==> config.mk <==
export PLATFORM = sky130hd
export DESIGN_NAME = tri_phase_align
export DESIGN_NICKNAME = d
export VERILOG_FILES = /design/src/rtl/tpd_pkg.sv /design/src/rtl/tpd_tap_select.sv /design/src/rtl/tpd_phase_judge.sv /design/src/rtl/tpd_window_ctl.sv /design/src/rtl/tri_phase_align.sv
export SDC_FILE = /design/constraint.sdc
export NUM_CORES = 1
export LEC_CHECK = 0
export CORE_MARGIN = 2
export CORE_UTILIZATION = 42
export CTS_CLUSTER_DIAMETER = 30
export CTS_CLUSTER_SIZE = 8
export DETAILED_ROUTE_END_ITERATION = 10
export PLACE_DENSITY = 0.71
export SYNTH_ARGS = -nofsm -noshare
export SYNTH_HDL_FRONTEND = slang
export SYNTH_SLANG_ARGS = --single-unit
==> constraint.sdc <==
create_clock -name clk -period 4.25 [get_ports clk]
set_input_delay 0.85 -clock clk [delete_from_list [all_inputs] [get_ports clk]]
set_output_delay 0.85 -clock clk [all_outputs]
set_load 0.02 [all_outputs]
==> src/rtl/tpd_pkg.sv <==
// Shared types for the three-phase early/late detector.
package tpd_pkg;

    // Phase decision for one bit period.
    typedef enum logic [1:0] {
        JUDGE_HOLD    = 2'd0,
        JUDGE_ADVANCE = 2'd1,
        JUDGE_RETARD  = 2'd2
    } judge_t;

    // The three taps of one bit: 60, 180 and 300 degrees.
    typedef struct packed {
        logic early;
        logic mid;
        logic late;
    } triplet_t;

endpackage

==> src/rtl/tpd_tap_select.sv <==
// Picks the three taps of the current window out of the two-chunk history.
// It also gives the 180-degree tap of window SPB-1, which is needed when a
// retard wraps the window and a second bit is delivered.
// Assumes SPB is a multiple of 6 and that win is below SPB.
module tpd_tap_select
    import tpd_pkg::*;
#(
    parameter int SPB = 6,
    localparam int WW = $clog2(SPB),
    localparam int HW = 2 * SPB
) (
    input  logic [HW-1:0] hist,
    input  logic [WW-1:0] win,
    output triplet_t      taps,
    output logic          back_mid
);
    localparam int PH       = SPB / 6;
    localparam int IW       = $clog2(HW);
    localparam int BACK_MID = SPB - 1 + 3 * PH;

    logic [IW-1:0] idx_early, idx_mid, idx_late;

    // Tap positions relative to the window boundary.
    always_comb begin
        idx_early = IW'(win) + IW'(PH);
        idx_mid   = IW'(win) + IW'(3 * PH);
        idx_late  = IW'(win) + IW'(5 * PH);
    end

    // Read the taps out of the history.
    always_comb begin
        taps.early = hist[idx_early];
        taps.mid   = hist[idx_mid];
        taps.late  = hist[idx_late];
        back_mid   = hist[BACK_MID];
    end
endmodule

==> src/rtl/tpd_phase_judge.sv <==
// Early/late decision for one triplet. A difference between the 180 and
// 300 degree taps means retard, and it wins over everything else. Otherwise,
// a difference between the 60 and 180 degree taps means advance.
module tpd_phase_judge
    import tpd_pkg::*;
(
    input  triplet_t taps,
    output judge_t   judge
);
    // Retard has priority over advance.
    always_comb begin
        if (taps.mid != taps.late)
            judge = JUDGE_RETARD;
        else if (taps.early != taps.mid)
            judge = JUDGE_ADVANCE;
        else
            judge = JUDGE_HOLD;
    end
endmodule

==> src/rtl/tpd_window_ctl.sv <==
// Vote counter and window index for the fixed-frequency aligner.
// It moves the window one step after VOTE_TH net votes. A forward wrap
// marks the next frame to be skipped. A backward wrap is flagged for the
// current frame, which then delivers two bits.
// Assumes the judge input belongs to the current frame.
module tpd_window_ctl
    import tpd_pkg::*;
#(
    parameter int SPB     = 6,
    parameter int VOTE_TH = 4,
    localparam int WW = $clog2(SPB)
) (
    input  logic          clk,
    input  logic          rst_n,
    input  logic          frame_valid,
    input  logic          track_en,
    input  judge_t        judge,
    output logic [WW-1:0] win,
    output logic          skip_pend,
    output logic          bit_now,
    output logic          wrap_back
);
    localparam int CW = $clog2(VOTE_TH) + 2;
    localparam logic [WW-1:0]        CENTRE = WW'(SPB / 2);
    localparam logic [WW-1:0]        LAST   = WW'(SPB - 1);
    localparam logic signed [CW-1:0] ONE    = CW'(1);
    localparam logic signed [CW-1:0] TH_P   = CW'(VOTE_TH);
    localparam logic signed [CW-1:0] TH_N   = -TH_P;

    logic signed [CW-1:0] votes, votes_sum;
    logic fire_fwd, fire_back;

    assign bit_now = frame_valid & ~skip_pend;

    // Counter value after this frame's vote.
    always_comb begin
        votes_sum = votes;
        case (judge)
            JUDGE_ADVANCE: votes_sum = votes + ONE;
            JUDGE_RETARD:  votes_sum = votes - ONE;
            default: ;
        endcase
    end

    // Threshold detection and backward-wrap flag for this frame.
    always_comb begin
        fire_fwd  = bit_now & track_en & (votes_sum == TH_P);
        fire_back = bit_now & track_en & (votes_sum == TH_N);
        wrap_back = fire_back & (win == '0);
    end

    // Window, counter and skip state.
    always_ff @(posedge clk) begin
        if (!rst_n) begin
            win       <= CENTRE;
            votes     <= '0;
            skip_pend <= 1'b0;
        end else if (frame_valid) begin
            if (skip_pend) begin
                skip_pend <= 1'b0;
            end else if (!track_en) begin
                votes <= '0;
            end else if (fire_fwd) begin
                votes <= '0;
                if (win == LAST) begin
                    win       <= '0;
                    skip_pend <= 1'b1;
                end else begin
                    win <= win + WW'(1);
                end
            end else if (fire_back) begin
                votes <= '0;
                win   <= (win == '0) ? LAST : win - WW'(1);
            end else begin
                votes <= votes_sum;
            end
        end
    end
endmodule

==> src/rtl/tri_phase_align.sv <==
// Three-phase oversampled early/late detector with window aligner.
// Takes one chunk of SPB samples per bit period, keeps the previous chunk as
// history, judges the current window and registers the recovered bit(s), the
// correction pulses and the slip flag. All outputs change one cycle after the
// chunk that caused them. Assumes SPB is a multiple of 6.
module tri_phase_align
    import tpd_pkg::*;
#(
    parameter int SPB     = 6,
    parameter int VOTE_TH = 4,
    localparam int WW = $clog2(SPB)
) (
    input  logic           clk,
    input  logic           rst_n,
    input  logic [SPB-1:0] samp_in,
    input  logic           samp_valid,
    input  logic           track_en,
    output logic [1:0]     data_out,
    output logic           data_valid,
    output logic           data_two,
    output logic           up,
    output logic           down,
    output logic [WW-1:0]  win_idx,
    output logic           slip
);
    logic [SPB-1:0]   prev_chunk;
    logic [2*SPB-1:0] hist;
    triplet_t         taps;
    logic             back_mid;
    judge_t           judge;
    logic [WW-1:0]    win;
    logic             skip_pend, bit_now, wrap_back;

    assign hist    = {samp_in, prev_chunk};
    assign win_idx = win;

    // Keep the previous chunk as the older half of the history.
    always_ff @(posedge clk) begin
        if (!rst_n)
            prev_chunk <= '0;
        else if (samp_valid)
            prev_chunk <= samp_in;
    end

    tpd_tap_select #(.SPB(SPB)) u_taps (
        .hist     (hist),
        .win      (win),
        .taps     (taps),
        .back_mid (back_mid)
    );

    tpd_phase_judge u_judge (
        .taps  (taps),
        .judge (judge)
    );

    tpd_window_ctl #(.SPB(SPB), .VOTE_TH(VOTE_TH)) u_ctl (
        .clk         (clk),
        .rst_n       (rst_n),
        .frame_valid (samp_valid),
        .track_en    (track_en),
        .judge       (judge),
        .win         (win),
        .skip_pend   (skip_pend),
        .bit_now     (bit_now),
        .wrap_back   (wrap_back)
    );

    // Register the bit outputs, correction pulses and slip flag.
    always_ff @(posedge clk) begin
        if (!rst_n) begin
            data_out   <= '0;
            data_valid <= 1'b0;
            data_two   <= 1'b0;
            up         <= 1'b0;
            down       <= 1'b0;
            slip       <= 1'b0;
        end else begin
            data_valid <= bit_now;
            data_two   <= wrap_back;
            up         <= bit_now & (judge == JUDGE_ADVANCE);
            down       <= bit_now & (judge == JUDGE_RETARD);
            slip       <= (samp_valid & skip_pend) | wrap_back;
            if (bit_now)
                data_out <= wrap_back ? {back_mid, taps.mid} : {1'b0, taps.mid};
        end
    end
endmodule

### Word-level counts from Yosys, hierarchy flattened

Cells that the tools add are included.

| cells by class | value |
|---|---|
| $add $sub $neg | 7 |
| magnitude comparators | 3 |
| eq/ne operators | 7 |
| mux-type cells | 21 |
| bitwise gates (word level) | 10 |
| reduce and logical (&&, ||, !) cells | 4 |

Operators with widths:

| operator | number |
|---|---|
| 4-bit by 5-bit less-than comparator with 1-bit output (second input constant) | 3 |
| 1-bit binary-select mux with 4-bit select | 3 |
| 3-bit 2-to-1 mux | 4 |
| 4-bit 2-to-1 mux | 3 |
| 1-bit AND | 8 |
| 1-bit 2-to-1 mux | 8 |
| 4-bit one-hot mux with 2 select lines | 1 |
| 3-bit by 1-bit adder with 4-bit output (second input constant) | 1 |
| 3-bit by 2-bit adder with 4-bit output (second input constant) | 1 |
| 3-bit by 3-bit adder with 4-bit output (second input constant) | 1 |
| 4-bit by 2-bit adder with 4-bit output (second input constant) | 1 |
| 4-bit by 3-bit == test with 1-bit output (second input constant) | 1 |
| 4-bit == test (second input constant) | 1 |
| 2-bit 2-to-1 mux | 2 |
| 4-bit AND reduction | 1 |
| 4-bit by 2-bit subtractor with 4-bit output (second input constant) | 1 |
| 3-bit by 1-bit adder with 3-bit output (second input constant) | 1 |
| 3-bit == test (second input constant) | 1 |
| 3-bit logical NOT | 1 |
| 3-bit by 1-bit subtractor with 3-bit output (second input constant) | 1 |
| 2-bit by 1-bit == test with 1-bit output (second input constant) | 1 |
| 2-bit == test (second input constant) | 1 |
| 1-bit inequality test | 2 |
| 2-bit AND reduction | 1 |
| other kinds (3) | 3 |

| storage, ports and cells | value |
|---|---|
| register bits after elaboration | 21 |
| input bits | 10 |
| output and inout port bits | 10 |
| logic and storage cells | 62 |

### Logic depth before layout (Yosys ltp)

| logic depth | value |
|---|---|
| word-level depth | 13 |
| mapped depth | 18 |

### Hierarchy

From an unflattened synthesis, not the netlist that was laid out.

| unflattened totals | value |
|---|---|
| cell total of the unflattened synthesis | 164 |
| area, all modules | 1457.6 um^2 |

By module, submodules not included:

| module | instances | cells each | area each (um^2) |
|---|---|---|---|
| tpd_window_ctl | 1 | 79 | 608.1 |
| tri_phase_align | 1 | 38 | 457.9 |
| tpd_tap_select | 1 | 43 | 366.6 |
| tpd_phase_judge | 1 | 4 | 25.0 |

### Worst setup path after synthesis

OpenSTA, ideal clock, no wires.

| path | value |
|---|---|
| path type | flip-flop to flip-flop |
| from | register u_ctl.win[0] |
| to | register u_ctl.votes[3] |
| arrival time | 3.961 ns |
| setup slack | 0.215 ns |
| cell stages (with the launch flop) | 18 |
| buffers on the path | 2 |
| cell sequence | dfxtp_1 -> buf_2 -> inv_1 -> ha_1 -> mux4_2 -> nor2_1 -> o32ai_2 -> a22o_4 -> xnor2_4 -> xnor2_1 -> ha_1 -> nor2_1 -> mux2i_1 -> o21a_1 -> o221a_1 -> buf_6 -> or4_1 -> a31oi_1 |

| on the way | value |
|---|---|
| longest elaborated chain between the ends | 13 |

Ends and longest elaborated chain:

| what | line | source |
|---|---|---|
| from (decl) | tpd_window_ctl.sv:18 | `output logic [WW-1:0] win,` |
| from (signal assigned) | tpd_window_ctl.sv:69 | `win <= win + WW'(1);` |
| from (signal assigned) | tpd_window_ctl.sv:73 | `win <= (win == '0) ? LAST : win - WW'(1);` |
| 3-bit by 1-bit adder with 4-bit output / 3-bit by 2-bit adder with 4-bit output (equally long branches) | tpd_tap_select.sv:25, tpd_tap_select.sv:26 |  |
| 1-bit binary-select mux with 4-bit select (on tied branches) | tpd_tap_select.sv:32, tpd_tap_select.sv:33 |  |
| 1-bit 2-to-1 mux (on tied branches) | tpd_tap_select.sv:32, tpd_tap_select.sv:33 |  |
| 1-bit inequality test | tpd_phase_judge.sv:14 | `else if (taps.early != taps.mid)` |
| 1-bit 2-to-1 mux | tpd_phase_judge.sv:14 |  |
| 2-bit 2-to-1 mux (*) | tpd_phase_judge.sv:12 | `if (taps.mid != taps.late)` |
| 2-bit == test / 2-bit by 1-bit == test with 1-bit output (equally long branches) | tpd_window_ctl.sv:38 | `case (judge)` |
| 4-bit one-hot mux with 2 select lines (*) | tpd_window_ctl.sv:38 |  |
| 4-bit by 3-bit == test with 1-bit output | tpd_window_ctl.sv:48 | `fire_back = bit_now & track_en & (votes_sum == TH_N);` |
| 1-bit AND | tpd_window_ctl.sv:48 |  |
| 4-bit 2-to-1 mux | tpd_window_ctl.sv:71 | `end else if (fire_back) begin` |
| 4-bit 2-to-1 mux (*) | tpd_window_ctl.sv:63 | `end else if (fire_fwd) begin` |
| 4-bit 2-to-1 mux (*) | tpd_window_ctl.sv:61 | `end else if (!track_en) begin` |
| to (signal assigned) | tpd_window_ctl.sv:75 | `votes <= votes_sum;` |
| to (decl) | tpd_window_ctl.sv:30 | `logic signed [CW-1:0] votes, votes_sum;` |

Every way passes the cells marked *; elsewhere a longest branch is shown, timed or not. The select of a mux whose other input is x is not followed.
A chain may end at the register's enable or synchronous reset.

### Worst setup path after layout

| path | value |
|---|---|
| from | register u_ctl.win[1] |
| to | register u_ctl.skip_pend |

| on the way | value |
|---|---|
| longest elaborated chain between the ends | 13 |

Ends and longest elaborated chain:

| what | line | source |
|---|---|---|
| 3-bit by 1-bit adder with 4-bit output / 3-bit by 2-bit adder with 4-bit output (equally long branches) | tpd_tap_select.sv:25, tpd_tap_select.sv:26 |  |
| 1-bit binary-select mux with 4-bit select (on tied branches) | tpd_tap_select.sv:32, tpd_tap_select.sv:33 |  |
| 1-bit 2-to-1 mux (on tied branches) | tpd_tap_select.sv:32, tpd_tap_select.sv:33 |  |
| 1-bit inequality test | tpd_phase_judge.sv:14 |  |
| 1-bit 2-to-1 mux | tpd_phase_judge.sv:14 |  |
| 2-bit 2-to-1 mux | tpd_phase_judge.sv:12 |  |
| 2-bit == test / 2-bit by 1-bit == test with 1-bit output (equally long branches) | tpd_window_ctl.sv:38 |  |
| 4-bit one-hot mux with 2 select lines | tpd_window_ctl.sv:38 |  |
| 4-bit == test | tpd_window_ctl.sv:47 | `fire_fwd = bit_now & track_en & (votes_sum == TH_P);` |
| 1-bit AND | tpd_window_ctl.sv:47 |  |
| 1-bit 2-to-1 mux (*) | tpd_window_ctl.sv:63 |  |
| 1-bit 2-to-1 mux (*) | tpd_window_ctl.sv:61 |  |
| 1-bit 2-to-1 mux (*) | tpd_window_ctl.sv:59 | `if (skip_pend) begin` |
| to (signal assigned) | tpd_window_ctl.sv:57 | `skip_pend <= 1'b0;` |
| to (signal assigned) | tpd_window_ctl.sv:60 | `skip_pend <= 1'b0;` |
| to (signal assigned) | tpd_window_ctl.sv:67 | `skip_pend <= 1'b1;` |
| to (decl) | tpd_window_ctl.sv:19 | `output logic skip_pend,` |

Marked as above.

==> flow_summary.json <==
{
  "final_common_cell": "dfxtp_1",
  "post_cts_buffers": 0,
  "cts_root_buf": "clkbuf_4",
  "post_cts_resized": 0,
  "antenna_found_initial": 0,
  "p_leak_nw": 0.6411,
  "core-area_um2": 3363,
  "hold_path_depth": 2,
  "path_clk_slew_ns": 0.13,
  "synth_cells": 168,
  "worstPathArrival_ns": 4.18,
  "viasPerCell": 5.704,
  "clock_skew_ns": 0.006813,
  "cts_tree": "built",
  "grt_pass1_vias": 1258,
  "critPathKind": "flip-flop to flip-flop",
  "nNetsFinal": 203,
  "dp_hpwl_um": 2499,
  "clock_sinks": 21,
  "fin_crit_sh_pct": 92.69,
  "status": "completed",
  "timing.hold.ws_ns": 0.4629,
  "fin_area_um2": 1755,
  "yosysSeqAreaShare_pct": 28.19,
  "cts_made_buffers": 3,
  "ys_ff_latch": 21,
  "synth_ff_type": "dfxtp_1",
  "fill_cells": 337,
  "die_y_um": 63.59,
  "max_cap_viol_count": 0,
  "relSlewSlack_pct": 65.85,
  "async_flop_share_pct": 0,
  "synth-edff-count": 0,
  "end_kind": "flip-flop",
  "syn_avg_cell_area_um2": 8.878,
  "fmax_mhz": 253.8,
  "pin_count": 20,
  "area_delta_synth_final_pct": 17.70,
  "routabilityCongestion": 0.8563,
  "overflow": 0,
  "avgRoutedWirePerCell_um": 14.58,
  "postLayoutCoreUtil_pct": 52.19,
  "register_area_um2": 421.7,
  "numPortBuffers": 19,
  "cts_buffer_depth": 2,
  "insertion_delay_ns": 0.31,
  "drt-initial-drc-count": 53,
  "drcViolationCount": 0,
  "worst-r2r-cell-count": 17,
  "multi_input_area_um2": 996.0,
  "via_count": 1329,
  "wirelength_um": 3398,
  "htree_levels": 1,
  "cp-start-kind": "flip-flop",
  "grt_use_total_pct": 17.35,
  "n_antenna_cell": 0,
  "drtPass1Iterations": 4,
  "r2r-end": "u_ctl.skip_pend",
  "final.setup.worst_slack_ns": 0.3105,
  "rsz0062_at_grt": "false",
  "rows": 21,
  "worst_ep_required_time_ns": 4.49,
  "grt_max_degree": 18,
  "ant_nets": 0,
  "yosysWarnings": 0,
  "worstMarginPinSlew_ns": 0.5091,
  "holdCritPathClass": "flip-flop to flip-flop",
  "final_cell_mix": "20 x dfxtp_1, 19 x clkdlybuf4s50_1, 18 x nor2_1",
  "die_w_um": 63.59,
  "syn_nets": 183,
  "finalCriticalPeriod_ns": 3.940,
  "initial_core_util_pct": 44.35,
  "drive_gt1_share_pct": 12.30,
  "min_to": "data_out[0]",
  "power_per_cell_area_nw_per_um2": 259.4,
  "ys_types": 51,
  "cts_hold_buf": 0,
  "die-area_um2": 4044,
  "synth_area_um2": 1491,
  "reg2reg_slack_ns": 0.31,
  "min_from": "data_out[0]",
  "slew_viol_final": 0,
  "finalSetupTns_ns": 0,
  "finalHoldViolCount": 0,
  "place_area_um2": 1725,
  "grt_first_pass_wirelength_um": 5671,
  "place_ws_ns": 0.05204,
  "cp_max_fo": 8,
  "setup_viol": 0,
  "rr_startpoint": "u_ctl.win[1]",
  "peakVddDrop_mv": 0.1366
}
-- Yosys cell counts, types with 2 or more instances --
cell type	n	area share, %
a21oi_1	8	2.7
a31oi_1	2	0.84
nor4_1	2	0.84
ha_1	5	4.2
o22ai_1	3	1.3
dfxtp_1	21	28
nor2_1	18	4.5
o21a_1	2	1.0
clkbuf_1	5	1.3
inv_1	6	1.5
mux2_1	2	1.5
nand3b_1	2	1.0
nand2b_1	5	2.1
nand3_1	5	1.7
o32ai_2	2	2.2
or4_1	2	1.0
mux4_2	3	4.5
buf_2	2	0.67
nor2b_1	2	0.84
a22oi_1	2	1.0
buf_6	2	1.5
o21ai_1	2	0.67
nor3_1	5	1.7
o21ai_0	3	1.0
nand2_1	16	4.0
mux2i_1	13	8.7
o211ai_1	4	2.0
-- through the flow --
stage | power (W) | std cells
floorplan | 0.0003209 | 168
global placement | 0.0003521 | 229
detailed placement | 0.0003571 | 229
CTS | 0.0004583 | 233
global route | 0.0004845 | 233
finish | 0.0004554 | 233
-- routing by layer --
layer	part of all wire [%]	global-route usage [%]	routed length [um]
met4	1.2	5.707	42
met2	48	29.34	1631
met3	6.1	2.321	206
met5	0	0	0
met1	45	22.69	1517
-- area by class of cell --
| class | instances | area share [%] |
|---|---|---|
| multi-input combinational | 131 | 56.74 |
| sequential | 21 | 24.02 |
| timing repair buffer | 24 | 12.97 |
| tap | 46 | 3.279 |
| clock buffer | 4 | 1.497 |
| inverter | 7 | 1.497 |
-- power by group --
part,switching (W),total [W],leakage [nW],internal [W]
registers,0.0000109,0.000217,0.171,0.000206
clock network,0.0000648,0.000101,0.0150,0.0000366
logic,0.0000728,0.000137,0.455,0.0000644
total,0.000149,0.000455,0.641,0.000307
-- cells by family after synthesis --
logic type	after synthesis	synth area share, %
AOI/OAI and AO/OA	41	22.06
DFF	21	28.19
xor gates and xnor gates	3	3.524
adders and majority gates	5	4.195
and+or+nand+nor	62	20.30
muxes	20	16.53
buffers and inverters	16	5.201
-- state kept, by name, summed over array words and instances (netlist names) --
name and count:
data_out 2, down 1, data_two 1, u_ctl.skip_pend 1
u_ctl.votes 4, u_ctl.win 3, prev_chunk 6, slip 1
up 1, data_valid 1
-- worst max path at each step --
stage	startpoint	to
floorplan	u_ctl.win[0]	u_ctl.votes[3]
global placement	samp_in[2]	u_ctl.skip_pend
detailed placement	samp_in[2]	u_ctl.skip_pend
CTS	u_ctl.win[1]	u_ctl.skip_pend
global route	u_ctl.win[0]	u_ctl.skip_pend
finish	u_ctl.win[1]	u_ctl.skip_pend
-- critical path: stages (launching register included) --
cell and delay (ns):
dfxtp_2 0.44, inv_1 0.11, ha_2 0.47, buf_4 0.20
mux2i_1 0.30, o21a_1 0.17, o32ai_2 0.09, a22o_4 0.29
xnor2_4 0.21, xnor2_1 0.15, ha_1 0.18, nor2_1 0.04
mux2i_1 0.25, o21a_1 0.15, o221a_1 0.21, buf_4 0.16
or3b_1 0.34, a21oi_1 0.11
Power figures use the tool's default switching activity.
